==> src/rtl/pwmirq_pkg.sv <==
package pwmirq_pkg;

    localparam int unsigned OFF_MODE = 'h00;
    localparam int unsigned OFF_ENA  = 'h04;
    localparam int unsigned OFF_DIS  = 'h08;
    localparam int unsigned OFF_STAT = 'h0C;
    localparam int unsigned OFF_IER  = 'h10;
    localparam int unsigned OFF_IDR  = 'h14;
    localparam int unsigned OFF_IMR  = 'h18;
    localparam int unsigned OFF_ISR  = 'h1C;

    // one-hot register selection produced by the decoder
    typedef struct packed {
        logic ena;
        logic dis;
        logic stat;
        logic ier;
        logic idr;
        logic imr;
        logic isr;
    } reg_sel_t;

    function automatic reg_sel_t decode_offset(input logic [31:0] off, input logic strobe);
        reg_sel_t s;
        s      = '0;
        s.ena  = strobe && (off == OFF_ENA);
        s.dis  = strobe && (off == OFF_DIS);
        s.stat = strobe && (off == OFF_STAT);
        s.ier  = strobe && (off == OFF_IER);
        s.idr  = strobe && (off == OFF_IDR);
        s.imr  = strobe && (off == OFF_IMR);
        s.isr  = strobe && (off == OFF_ISR);
        return s;
    endfunction

endpackage

==> src/rtl/pwmirq_decode.sv <==
module pwmirq_decode
    import pwmirq_pkg::*;
#(
    parameter int AW = 12
) (
    input  logic [AW-1:0] addr,
    input  logic          wr,
    input  logic          rd,
    output reg_sel_t      wsel,
    output reg_sel_t      rsel
);
    logic [31:0] off_ext;

    assign off_ext = 32'(addr);

    always_comb begin
        wsel = decode_offset(off_ext, wr);
        rsel = decode_offset(off_ext, rd);
    end
endmodule

==> src/rtl/pwmirq_setclr.sv <==
module pwmirq_setclr #(
    parameter int W = 4
) (
    input  logic         clk,
    input  logic         rst,
    input  logic [W-1:0] set_bits,
    input  logic [W-1:0] clr_bits,
    output logic [W-1:0] q
);
    always_ff @(posedge clk) begin
        if (rst) q <= '0;
        else     q <= (q | set_bits) & ~clr_bits;
    end
endmodule

==> src/rtl/pwmirq_pending.sv <==
module pwmirq_pending #(
    parameter int W = 4
) (
    input  logic         clk,
    input  logic         rst,
    input  logic [W-1:0] evt,
    input  logic         ack,
    output logic [W-1:0] pend
);
    // an acknowledge drops the old bits but keeps events of the same cycle
    always_ff @(posedge clk) begin
        if (rst)      pend <= '0;
        else if (ack) pend <= evt;
        else          pend <= pend | evt;
    end
endmodule

==> src/rtl/pwmirq_ctrl.sv <==
module pwmirq_ctrl
    import pwmirq_pkg::*;
#(
    parameter int NCH = 4,
    parameter int AW  = 12,
    parameter int DW  = 32
) (
    input  logic           clk,
    input  logic           rst,
    input  logic [AW-1:0]  bus_addr,
    input  logic           bus_wr,
    input  logic           bus_rd,
    input  logic [DW-1:0]  bus_wdata,
    output logic [DW-1:0]  bus_rdata,
    input  logic [NCH-1:0] period_end,
    output logic [NCH-1:0] chan_en,
    output logic           irq
);
    reg_sel_t       wsel, rsel;
    logic [NCH-1:0] wbits;
    logic [NCH-1:0] mask_q;
    logic [NCH-1:0] pend_q;
    logic [NCH-1:0] rd_mux;
    logic [DW-1:0]  rdata_q;

    assign wbits = bus_wdata[NCH-1:0];

    pwmirq_decode #(.AW(AW)) u_dec (
        .addr (bus_addr),
        .wr   (bus_wr),
        .rd   (bus_rd),
        .wsel (wsel),
        .rsel (rsel)
    );

    pwmirq_setclr #(.W(NCH)) u_run (
        .clk      (clk),
        .rst      (rst),
        .set_bits (wsel.ena ? wbits : '0),
        .clr_bits (wsel.dis ? wbits : '0),
        .q        (chan_en)
    );

    pwmirq_setclr #(.W(NCH)) u_mask (
        .clk      (clk),
        .rst      (rst),
        .set_bits (wsel.ier ? wbits : '0),
        .clr_bits (wsel.idr ? wbits : '0),
        .q        (mask_q)
    );

    pwmirq_pending #(.W(NCH)) u_pend (
        .clk  (clk),
        .rst  (rst),
        .evt  (period_end),
        .ack  (rsel.isr),
        .pend (pend_q)
    );

    always_comb begin
        rd_mux = '0;
        if (rsel.stat) rd_mux = chan_en;
        if (rsel.imr)  rd_mux = mask_q;
        if (rsel.isr)  rd_mux = pend_q;
    end

    always_ff @(posedge clk) begin
        if (rst)         rdata_q <= '0;
        else if (bus_rd) rdata_q <= DW'(rd_mux);
    end

    assign bus_rdata = rdata_q;
    assign irq       = |(pend_q & mask_q);
endmodule

==> config.mk <==
export PLATFORM = sky130hd
export DESIGN_NAME = pwmirq_ctrl
export DESIGN_NICKNAME = d
export VERILOG_FILES = /design/src/rtl/pwmirq_pkg.sv /design/src/rtl/pwmirq_decode.sv /design/src/rtl/pwmirq_setclr.sv /design/src/rtl/pwmirq_pending.sv /design/src/rtl/pwmirq_ctrl.sv
export SDC_FILE = /design/constraint.sdc
export NUM_CORES = 1
export LEC_CHECK = 0
export BUFFER_PORTS_ARGS = -buffer_cell sky130_fd_sc_hd__buf_2
export CAP_MARGIN = 20
export CORE_ASPECT_RATIO = 1.2
export CORE_UTILIZATION = 30
export CTS_BUF_LIST = sky130_fd_sc_hd__clkbuf_16
export CTS_CLUSTER_DIAMETER = 150
export CTS_CLUSTER_SIZE = 10
export DETAILED_ROUTE_END_ITERATION = 10
export PLACE_DENSITY = 0.67
export SLEW_MARGIN = 20
export SYNTH_ARGS = -nofsm -noshare
export SYNTH_HDL_FRONTEND = slang
export SYNTH_SLANG_ARGS = --single-unit
==> constraint.sdc <==
create_clock -name clk -period 3.4 [get_ports clk]
set_clock_uncertainty 0.1 [all_clocks]
set_input_delay 0.34 -clock clk [delete_from_list [all_inputs] [get_ports clk]]
set_output_delay 0.34 -clock clk [all_outputs]
set_load 0.005 [all_outputs]
==> flow_metrics.tcl <==
set metrics [dict create \
    status "complete, no violations" \
    synth_ff_type "dfxtp_1" \
    ys_ff_latch 16 \
    fin_cells 187 \
    die_area_um2 3550 \
    endpoint_kind "flop" \
    gp_congestion 0.794 \
    r2r-end "bus_rdata[0]$_SDFFE_PP0P_" \
    grt_pass1_wl_um 3280 \
    regArea_um2 320 \
    cts.sinks 16 \
    drt_wl_total_um 2030 \
    synthArstFlopShare 0 \
    endpoint "u_run.q[3]$_SDFF_PP0_" \
    grt_max_degree 14 \
    slowest_stage "nor4_1" \
    cts_buffers 3 \
    switchingPower_mw 0.0971 \
    cp_data_arrival_time_ps 1990 \
    die_h_um 65.1 \
    p_per_area_nw_per_um2 403 \
    cts_resized 0 \
    cp_cell_sequence "buf_2, or4_4, nor4_1, nand2_1, a32o_1" \
    post-route-period-util 0.576 \
    die_w_um 54.6 \
    p_int_mw 0.362 \
    nFillCells 349 \
    comb_power_share 0.097 \
    relSlewSlack 0.549 \
    final_common_cell "buf_2" \
    reg2reg_slack_ps 2390 \
    cts_tree "built" \
    finalMaxSlewViolations 0 \
    yosysWarnings 0 \
    layout.nets 205 \
    syn_area_um2 996 \
    drv_cap 0 \
    syn_inst 122 \
    hold_viol 0 \
    via_per_inst 4.61 \
    n_antenna_cell 0 \
    final_cell_mix "buf_2 (32), conb_1 (28), dfxtp_1 (16)" \
    avgSynthCellArea_um2 8.16 \
    clkLatencyLatePin_ps 240 \
    place_hpwl_um 1660 \
    period_needed_ps 1960 \
    track_usage 0.123 \
    yosysSeqAreaShare 0.322 \
    cp.required_ps 3430 \
    drive_gt1_frac 0.258 \
    wl_per_cell_um 10.8 \
    antenna_found_initial 0 \
    cts_buffer_depth 2 \
    r2r_start "u_mask.q[0]$_SDFF_PP0_" \
    fin_tns_setup_ps 0 \
    clkPwrFrac 0.479 \
    p_seq_frac 0.424 \
    vias 863 \
    postRouteAntennaNets 0 \
    port_buffers 32 \
    route.detailed.drc 0 \
    rsz0062_at_grt "no" \
    post_cts_buffers 0 \
    cp-start-kind "input port" \
    placed_cells 184 \
    ios 89 \
    p_leak_nw 0.520 \
    reg2reg_depth 4 \
    tightest_slew_ps 670 \
    multiInputGateArea_um2 528 \
    drtIter0Drc 14 \
    yosysUniqueCellTypes 25 \
    crit_start "bus_addr[11]" \
    max_stage_delay_ps 620 \
    htreeDepth 1 \
    clockRootBuffer "clkbuf_16" \
    clkTransAtPathRegs_ps 50 \
    path_class "input port to flop" \
    coreArea_um2 3110 \
    rows 22 \
    firstDrtPassIters 4 \
    hold_path_class "input port to flop" \
    synth_edf_count 0 \
    p_sw_frac 0.211 \
    path_max_fanout 4 \
    ir_worst_vdd_mv 0.239 \
    start_util 0.320 \
    area.growth.synth_to_final_pct 14.4 \
    fmax_mhz 511 \
    min-delay-start "period_end[0]" \
    setup_viol 0 \
    ctsHoldBuffers 0 \
    overflow 0 \
    grt_pass1_vias 742 \
]
==> cells in the mapped netlist (all sizes together) (3+ instances only) <==
master   number  area (um^2)
dfxtp        16          320
inv           3         11.3
nor2         12         45.0
a32o          4         40.0
clkbuf        3         11.3
nand2        10         37.5
o31ai         4         30.0
buf          30          226
a21oi        12         60.1
o2111ai       4         35.0
nand2b        4         25.0
o211ai        4         30.0
==> final cells by class <==
cell class,count,share of cell area
tap,36,0.0395
sequential,16,0.281
clock buffer,3,0.0659
timing repair buffer,32,0.141
inverter,3,0.00988
multi-input combinational,97,0.463
==> worst max-delay path, delay by kind of cell <==
family | cells | cell delay, ps
simple gates | 3 | 1280
compound gates | 1 | 270
buf+inv | 1 | 90
==> power groups by stage <==
stage          Combinational (mW)  Sequential [mW]  Clock [mW]
6_report                   0.0447            0.195       0.220
5_1_grt                    0.0525            0.195       0.235
4_1_cts                    0.0446            0.194       0.225
3_5_place_dp               0.0445            0.198           0
3_3_place_gp               0.0439            0.198           0
2_1_floorplan              0.0501            0.197           0
==> worst min path at each step <==
stage,end,slack [ps],cells past startpoint
after floorplan,u_pend.pend[0]$_SDFF_PP0_,360,2
after global placement,bus_rdata[0]$_SDFFE_PP0P_,360,2
after detailed placement,bus_rdata[1]$_SDFFE_PP0P_,360,2
after CTS,u_pend.pend[3]$_SDFF_PP0_,210,3
after global routing,u_pend.pend[3]$_SDFF_PP0_,210,3
final,u_pend.pend[0]$_SDFF_PP0_,210,3
==> routing by layer <==
| metal | up-vias | global-route usage | routed length [um] |
|---|---|---|---|
| met2 | 34 | 0.205 | 1040 |
| met3 | 2 | 0.0231 | 104 |
| li1 | 435 | - | - |
| met1 | 392 | 0.155 | 876 |
| met4 | 0 | 0.0385 | 8 |
| met5 | - | 0 | 0 |
==> metrics by stage <==
stage	area (um^2)	worst slack [ps]	utilization	power (mW)	hold slack, ps
floorplan	1100	1510	-	0.247	357
global placement	1060	1180	0.342	0.242	356
detailed placement	1060	1190	0.342	0.242	362
CTS	1140	1430	0.366	0.464	212
global route	1140	1300	0.366	0.482	212
finish	1140	1440	0.366	0.459	210
==> sequential cells by signal, summed over array words and instances (netlist names) <==
| signal | cells |
|---|---|
| u_pend.pend | 4 |
| u_mask.q | 4 |
| bus_rdata | 4 |
| u_run.q | 4 |
==> cells by family (layout without fill, tap and decap cells) <==
kind of cell / Yosys count / after routing / share of synthesized area
buffers and inverters: 36 / 38 / 0.250
other: 1 / 28 / 0.00377
AND/OR/NAND/NOR: 39 / 39 / 0.214
AO/OA/AOI/OAI: 30 / 30 / 0.211
flip-flops: 16 / 16 / 0.322
Note: power is estimated with default switching activity, not from simulation.
